$ cat src/rtl/kp_pkg.sv
package kp_pkg;
  localparam int GROUP_W = 4;
  localparam int SEL_W   = 2;
  typedef enum logic [SEL_W-1:0] {
    SEL_BOTH = 2'b00,
    SEL_HIGH = 2'b01,
    SEL_LOW  = 2'b10,
    SEL_NONE = 2'b11
  } kp_sel_e;
endpackage

$ cat src/rtl/kp_view_mux.sv
module kp_view_mux
  import kp_pkg::*;
#(
  parameter int GW = GROUP_W
) (
  input  logic [SEL_W-1:0] sel,
  input  logic [2*GW-1:0]  btn,
  output logic [GW-1:0]    view
);
  logic [GW-1:0] grp_lo;
  logic [GW-1:0] grp_hi;
  assign grp_lo = btn[GW-1:0];
  assign grp_hi = btn[2*GW-1:GW];

  always_comb begin
    case (kp_sel_e'(sel))
      SEL_LOW:  view = grp_lo;
      SEL_HIGH: view = grp_hi;
      SEL_BOTH: view = grp_lo & grp_hi;
      default:  view = '1;
    endcase
  end
endmodule

$ cat src/rtl/kp_fall_detect.sv
module kp_fall_detect #(
  parameter int GW = 4
) (
  input  logic [GW-1:0] cur,
  input  logic [GW-1:0] nxt,
  output logic          fall
);
  logic [GW-1:0] per_line;
  genvar i;
  generate
    for (i = 0; i < GW; i++) begin : g_line
      assign per_line[i] = cur[i] & ~nxt[i];
    end
  endgenerate
  assign fall = |per_line;
endmodule

$ cat src/rtl/kp_irq_timer.sv
module kp_irq_timer #(
  parameter int DELAY = 4
) (
  input  logic clk,
  input  logic rst_n,
  input  logic fall_now,
  input  logic fall_late,
  output logic irq
);
  localparam int CW = $clog2(DELAY + 1);
  localparam logic [CW-1:0] LOAD = CW'(DELAY);

  logic [CW-1:0] cnt_q, cnt_d;
  logic          irq_q, irq_d;
  logic          cnt_en;

  always_comb begin
    cnt_en = 1'b0;
    cnt_d  = cnt_q;
    if (cnt_q != '0) begin
      cnt_en = 1'b1;
      cnt_d  = cnt_q - 1'b1;
    end else if (fall_late) begin
      cnt_en = 1'b1;
      cnt_d  = LOAD;
    end
    irq_d = fall_now | (cnt_q == CW'(1));
  end

  always_ff @(posedge clk or negedge rst_n) begin
    if (!rst_n) begin
      cnt_q <= '0;
      irq_q <= 1'b0;
    end else begin
      if (cnt_en) cnt_q <= cnt_d;
      irq_q <= irq_d;
    end
  end

  assign irq = irq_q;
endmodule

$ cat src/rtl/keypad_scan_reg.sv
module keypad_scan_reg
  import kp_pkg::*;
#(
  parameter int DELAY = 4
) (
  input  logic       clk,
  input  logic       rst_n,
  input  logic       wr_en,
  input  logic [7:0] wr_data,
  input  logic [7:0] btn_raw,
  output logic [7:0] rd_data,
  output logic       irq_pulse
);
  localparam int SEL_LSB = GROUP_W;
  localparam int SEL_MSB = GROUP_W + SEL_W - 1;

  logic [SEL_W-1:0]   sel_q, sel_d;
  logic [GROUP_W-1:0] nib_q, nib_d;
  logic               fall;

  always_comb begin
    sel_d = wr_en ? wr_data[SEL_MSB:SEL_LSB] : sel_q;
  end

  kp_view_mux #(.GW(GROUP_W)) u_mux (
    .sel  (sel_d),
    .btn  (btn_raw),
    .view (nib_d)
  );

  kp_fall_detect #(.GW(GROUP_W)) u_fall (
    .cur  (nib_q),
    .nxt  (nib_d),
    .fall (fall)
  );

  kp_irq_timer #(.DELAY(DELAY)) u_tmr (
    .clk       (clk),
    .rst_n     (rst_n),
    .fall_now  (fall & ~wr_en),
    .fall_late (fall & wr_en),
    .irq       (irq_pulse)
  );

  always_ff @(posedge clk or negedge rst_n) begin
    if (!rst_n) begin
      sel_q <= SEL_NONE;
      nib_q <= '1;
    end else begin
      if (wr_en) sel_q <= sel_d;
      nib_q <= nib_d;
    end
  end

  assign rd_data = {2'b11, sel_q, nib_q};
endmodule

$ cat config.mk
export PLATFORM = sky130hd
export DESIGN_NAME = keypad_scan_reg
export DESIGN_NICKNAME = d
export VERILOG_FILES = /design/src/rtl/kp_pkg.sv /design/src/rtl/kp_view_mux.sv /design/src/rtl/kp_fall_detect.sv /design/src/rtl/kp_irq_timer.sv /design/src/rtl/keypad_scan_reg.sv
export SDC_FILE = /design/constraint.sdc
export NUM_CORES = 1
export LEC_CHECK = 0
export ABC_AREA = 1
export BUFFER_PORTS_ARGS = -buffer_cell sky130_fd_sc_hd__buf_2
export CORE_AREA = 10 10 47 49
export DETAILED_ROUTE_END_ITERATION = 8
export DIE_AREA = 0 0 57 59
export PLACE_DENSITY = 0.66
export SYNTH_ARGS = -nofsm -noshare
export SYNTH_HDL_FRONTEND = slang
export SYNTH_HIERARCHICAL = 1
export SYNTH_SLANG_ARGS = --single-unit
$ cat constraint.sdc
create_clock -name clk -period 1.58 [get_ports clk]
set_input_delay 0.395 -clock clk [delete_from_list [all_inputs] [get_ports clk]]
set_output_delay 0.395 -clock clk [all_outputs]
set_load 0.03 [all_outputs]
Word level (Yosys, flattened, before mapping)

Index checks and enable logic that the tools add are counted.

Bits in registers: 10
Bits in latches: 0
Bits in writable memories: 0
ROM bits: 0
Input bits: 19
Word-level logic and storage cells: 32
Memories: 0

Add/sub/neg operators: 1
Multipliers: 0
Divide/modulo/power cells: 0
$lt $le $gt $ge: 0
Equality and inequality tests: 3
Shift operators: 0
Multiplexer cells: 6
Bitwise gates (word level): 13
Reduce and logical (&&, ||, !) cells: 5

Operators by type and width:

| operator                                                           | count |
|---|---|
| 4-bit one-hot mux with 3 select lines                              | 1 |
| 1-bit AND                                                          | 6 |
| 3-bit two-way mux                                                  | 2 |
| 1-bit NOT                                                          | 5 |
| 4-bit AND                                                          | 1 |
| 4-bit OR reduction                                                 | 1 |
| 3-bit by 1-bit == test with 1-bit output, second input constant    | 1 |
| 3-bit nonzero test                                                 | 1 |
| 3-bit by 1-bit subtractor with 3-bit output, second input constant | 1 |
| 2-bit by 1-bit == test with 1-bit output, second input constant    | 1 |
| 2-bit == test, second input constant                               | 1 |
| 2-bit logical NOT                                                  | 1 |
| 1-bit two-way mux                                                  | 2 |
| 2-bit two-way mux                                                  | 1 |
| 2-bit AND reduction                                                | 1 |
| 2-bit nonzero test                                                 | 1 |
| 1-bit bitwise OR                                                   | 1 |

Depth between registers and ports, before layout

Depth after elaboration: 10
Gate-level depth with buffers: 16

By module

Netlist, hierarchy kept.

Modules (own cells, without submodules):

| module          | times used | cells an instance | area an instance (sq um) | sequential area each (sq um) |
|---|---|---|---|---|
| keypad_scan_reg | 1          | 22                | 225.2                    | 157.7 |
| kp_irq_timer    | 1          | 18                | 161.4                    | 100.1 |
| kp_fall_detect  | 1          | 13                | 48.8                     | 0.0 |
| kp_view_mux     | 1          | 12                | 45.0                     | 0.0 |

Worst setup path after synthesis

No wires, ideal clock.

Path type: reg-to-reg
Start: register sel_q[0]
End: register u_tmr.cnt_q[2]
Library setup time: 0.113 ns
Arrival: 1.438 ns
Data required time: 1.467 ns
Path slack: 0.030 ns
Cell stages (with the launch flop): 16
Cells stage by stage: dfstp_2 > nand2_1 > nand2_1 > nor2_1 > nor2_1 > inv_1 > nand2_1 > nand2_1 > inv_1 > nand2_1 > nand2_1 > inv_1 > nand2_1 > nand2_1 > nand2_1 > inv_1

Word-level cells in the longest chain between the ends: 10
Elaborated cells between the ends (all ways): 19

Ends and longest elaborated chain:

| item                                                             | RTL line              | RTL |
|---|---|---|
| start, declared                                                  | keypad_scan_reg.sv:17 | `logic [SEL_W-1:0] sel_q, sel_d;` |
| start signal, assigned                                           | keypad_scan_reg.sv:50 | `if (wr_en) sel_q <= sel_d;` |
| 2-bit two-way mux *                                              | keypad_scan_reg.sv:22 | `sel_d = wr_en ? wr_data[SEL_MSB:SEL_LSB] : sel_q;` |
| named net sel_d[0]                                               | keypad_scan_reg.sv:17 |  |
| 2-bit by 1-bit == test with 1-bit output (tied with other cells) | kp_view_mux.sv:16     | `case (kp_sel_e'(sel))` |
| 4-bit one-hot mux with 3 select lines *                          | kp_view_mux.sv:16     |  |
| named net nib_d[0]                                               | keypad_scan_reg.sv:18 | `logic [GROUP_W-1:0] nib_q, nib_d;` |
| 1-bit NOT *                                                      | kp_fall_detect.sv:12  | `assign per_line[i] = cur[i] & ~nxt[i];` |
| 1-bit AND *                                                      | kp_fall_detect.sv:12  |  |
| 4-bit OR reduction *                                             | kp_fall_detect.sv:15  | `assign fall = \|per_line;` |
| named net fall                                                   | keypad_scan_reg.sv:19 | `logic fall;` |
| 1-bit AND *                                                      | keypad_scan_reg.sv:41 | `.fall_late (fall & wr_en),` |
| 1-bit two-way mux                                                | kp_irq_timer.sv:23    | `end else if (fall_late) begin` |
| 1-bit two-way mux                                                | kp_irq_timer.sv:20    | `if (cnt_q != '0) begin` |
| 2-bit AND reduction (no source line) *                           | -                     |  |
| end signal, assigned                                             | kp_irq_timer.sv:35    | `if (cnt_en) cnt_q <= cnt_d;` |
| end, declared                                                    | kp_irq_timer.sv:13    | `logic [CW-1:0] cnt_q, cnt_d;` |

The timed path passes the listed nets; every way through them passes the cells marked *.
A chain may end at the register's enable or synchronous reset.

Worst setup path after layout

Ends and elaborated chain as after synthesis.

==> results.txt <==
The H-tree depth came out at 1. The total routing usage reported by global routing came out at 0.0702. The average wire length per cell after detail routing came out at 10.5 um. Once placement finished, the instance area stood at 607 sq um. The clock slew seen by the registers of the worst setup and hold paths is 70 ps. The part of the power in combinational logic is 0.331. The post-route standard cell area excluding fillers came out at 676 sq um. The worst reg2reg path endpoint is u_tmr/cnt_q[2]. The number of cells on the critical path is 15. The number of antenna violations at the first check in global routing came out at 0. The root cell of the clock tree is sky130_fd_sc_hd__clkbuf_4. The number of cells on the worst hold path came out at 3. The number of nets with antenna violations after detailed routing is 0. The number of nets in the final layout came out at 113. The number of standard cells in the layout, taps in and fillers out is 109. The startpoint identified for the worst register-to-register timing path is sel_q[0].

The initialized floorplan defines 14 standard-cell rows. Clock skew on the completed layout was measured at 1.37 ps. The via count of the first global-routing pass is 460. The classification of the worst setup path is register to register. The number of instances in the synthesized netlist came out at 65. The critical path arrival came out at 1670 ps.

The post-synthesis sequential area ratio came out at 0.536. The maximum single-stage delay on the critical path came out at 530 ps. The share of layout cells above drive strength 1 came out at 0.441. The number of DRC markers in iteration 0 is 7. The pin count of the biggest net entering global routing came out at 11.

The endpoint of the worst hold-timing path is nib_q[0]. The peak supply drop came out at 0.532 mV. Setup repair after global routing could not meet its margin everywhere. Wires add up to 1150 um.

The total buffers and inverters traversed by the critical path is 4. The length of the first detailed-routing pass in iterations came out at 4. The post-synthesis instance area came out at 480 sq um. The ratio of final minimum period to clock period is 0.953. The nature of the critical path endpoint is a register. The worst register-to-register path has a depth of 15.

The power per standard cell area is 1260 mW/mm^2. The maximum buffer depth of the clock tree is 2. Buffers inserted during clock tree synthesis total 3. The slowest stage of the critical path belongs to the cell sky130_fd_sc_hd__dfstp_2. Derived from the worst setup path, the maximum achievable clock frequency is 664 MHz. The total chip power came out at 0.848 mW. Counting I/O delays and the setup requirement, the final critical path takes 1510 ps.

The final-report hold violation count is 0. The run finished with clean final reports. The internal cell power is 0.532 mW. The switching part of the total power came out at 0.372. The number of top-level pins came out at 28. From synthesis to final layout, the design area changed by 40.6%.

The clock sink count is 10. The count of input and output buffers is 19. The number of antenna diodes in the final layout is 0. The cell count after placement came out at 102. For this run the aggregate overflow at the end of global routing stands at 0.

The total of warnings raised by yosys is 6. Clock latency on the worst-skew pair, taken at its later pin, is 260 ps. The kind of cell with the highest combined delay along the critical path is simple AND/OR/NAND/NOR gates.

The most repeated library cell on the critical path is sky130_fd_sc_hd__nand2_1. The placeable core region came out at 0.00140 sq mm. The post-route DRC violation count came out at 0. Routability-driven placement finished with a final weighted congestion of 0.624. The worst setup path is launched from a register. The number of vias in the routed layout is 452. The average cell area after synthesis is 7.39 sq um.

The global-route wire length before repair is 1810 um. Along the worst path, the maximum fanout reaches 4. The die span in y is 59 um. For the worst setup path, the data required time is 1740 ps. Walking the worst path, the cells encountered are nand2_1, nand2_2, nor2_1, nor2_1, inv_1, nand2_1, nand2_1, inv_2, nand2_2, nand2_1, inv_1, nand2_1, nand2_1, nand2_1, inv_1. The overall die width came out at 57 um.

Of the total power, registers draw 0.447. Synthesis instantiated 12 different standard cells from the library. The register bit total from synthesis is 10. The count of maximum capacitance violations came out at 0.

The count of endpoints failing setup in the final report is 0. The relative contribution of the clock network to total power is 0.222. The post-detailed-placement half-perimeter wirelength is 897 um. The number of max-slew violations in the final report came out at 0. The leakage power is 0.402 nW.

Dividing the detail-routed via count by the number of cells gives 4.15. The startpoint of the tightest hold check path is btn_raw[0]. The end-of-flow core utilization is 0.482.

Summed over all nets, the switching power comes to 0.316 mW. The die covers 0.00336 sq mm. The clock tree from TritonCTS is done. The setup check on the worst reg-to-reg path leaves a slack of 70 ps. In this run the worst hold path is classified as input port to register. The effective utilization at floorplan came out at 0.343.
[worst max-delay path by stage]
| stage | start | end |
|---|---|---|
| 2_1_floorplan | sel_q[0] | u_tmr/cnt_q[2] |
| 3_3_place_gp | wr_en | u_tmr/cnt_q[2] |
| 3_5_place_dp | wr_en | u_tmr/cnt_q[2] |
| 4_1_cts | sel_q[1] | u_tmr/cnt_q[2] |
| 5_1_grt | sel_q[1] | u_tmr/cnt_q[2] |
| 6_report | sel_q[0] | u_tmr/cnt_q[2] |
[area by class of cell]
class | count | area, sq um
multi-input cells | 42 | 184
flip-flops and latches | 10 | 258
fillers | 161 | 726
well taps | 16 | 20.0
inverters | 12 | 45.0
clock buffers | 4 | 26.3
repair buffers | 25 | 143
[metal layers]
layer | wire length, um | global-route usage | vias to the layer above
met1 | 445 | 0.0646 | 199
met4 | 34 | 0.0705 | 0
li1 | - | - | 237
met2 | 586 | 0.110 | 12
met5 | 0 | 0 | -
met3 | 81 | 0.0343 | 4
[cells in the final DEF (no fill, tap or decap), drive strengths merged]
cell / n
buf: 24
clkbuf: 4
a21oi: 1
inv: 12
o21ai: 1
conb: 2
nand2: 23
o21bai: 1
dfrtp: 4
dlygate4sd3: 1
nor2: 14
dfstp: 6
[metrics by stage]
| step | hold slack (ps) | TNS (ps) | setup slack, ps |
|---|---|---|---|
| 2_1_floorplan | 99.4 | 0 | 29.6 |
| 3_3_place_gp | 267 | -24.3 | -24.3 |
| 3_5_place_dp | 272 | -27.2 | -27.2 |
| 4_1_cts | 352 | 0 | 13.0 |
| 5_1_grt | 370 | -86.4 | -86.4 |
| 6_report | 356 | 0 | 74.9 |
[power by group through the flow]
| stage | Sequential (mW) | Clock, mW | Combinational, mW |
|---|---|---|---|
| global placement | 0.380 | 0 | 0.258 |
| detailed placement | 0.383 | 0 | 0.266 |
| finish | 0.379 | 0.188 | 0.280 |
| floorplan | 0.428 | 0 | 0.139 |
| CTS | 0.380 | 0.196 | 0.272 |
| global route | 0.388 | 0.208 | 0.322 |
[cells in the mapped netlist]
| master | number | area, sq um |
|---|---|---|
| sky130_fd_sc_hd__nand2_1 | 23 | 86.3 |
| sky130_fd_sc_hd__nor2_1 | 13 | 48.8 |
| sky130_fd_sc_hd__inv_1 | 11 | 41.3 |
| sky130_fd_sc_hd__dfstp_2 | 6 | 158 |
| sky130_fd_sc_hd__dfrtp_1 | 4 | 100 |
| sky130_fd_sc_hd__buf_4 | 2 | 15.0 |
| sky130_fd_sc_hd__a21oi_1 | 1 | 5.00 |
| sky130_fd_sc_hd__conb_1 | 1 | 3.75 |
| sky130_fd_sc_hd__inv_2 | 1 | 3.75 |
| sky130_fd_sc_hd__nor2_2 | 1 | 6.26 |
| sky130_fd_sc_hd__o21ai_0 | 1 | 5.00 |
| sky130_fd_sc_hd__o21bai_1 | 1 | 7.51 |
[logic make-up after synthesis]
family,share of synthesized area
other cells,0.00781
simple gates,0.294
compound gates,0.0364
buf+inv,0.125
flops,0.536
[worst min-delay path: cells and delay by family]
kind,cells,cell delay [ps]
buffers and inverters,1,100
and+or+nand+nor,2,120
[repair_timing]
action | in CTS | in global routing
gates resized for setup | 1 | 6
hold buffers | 1 | 0
buffers inserted | 0 | 2
endpoints found under the hold margin | 4 | 0
endpoints found under the setup margin | 1 | 2
pin swaps | 0 | 7
[flip-flops by register name (all words and copies together), names as in the netlist]
register     cells
nib_q            4
sel_q            2
u_tmr/cnt_q      3
u_tmr/irq        1
No activity file was read; power rests on OpenSTA's default activity.
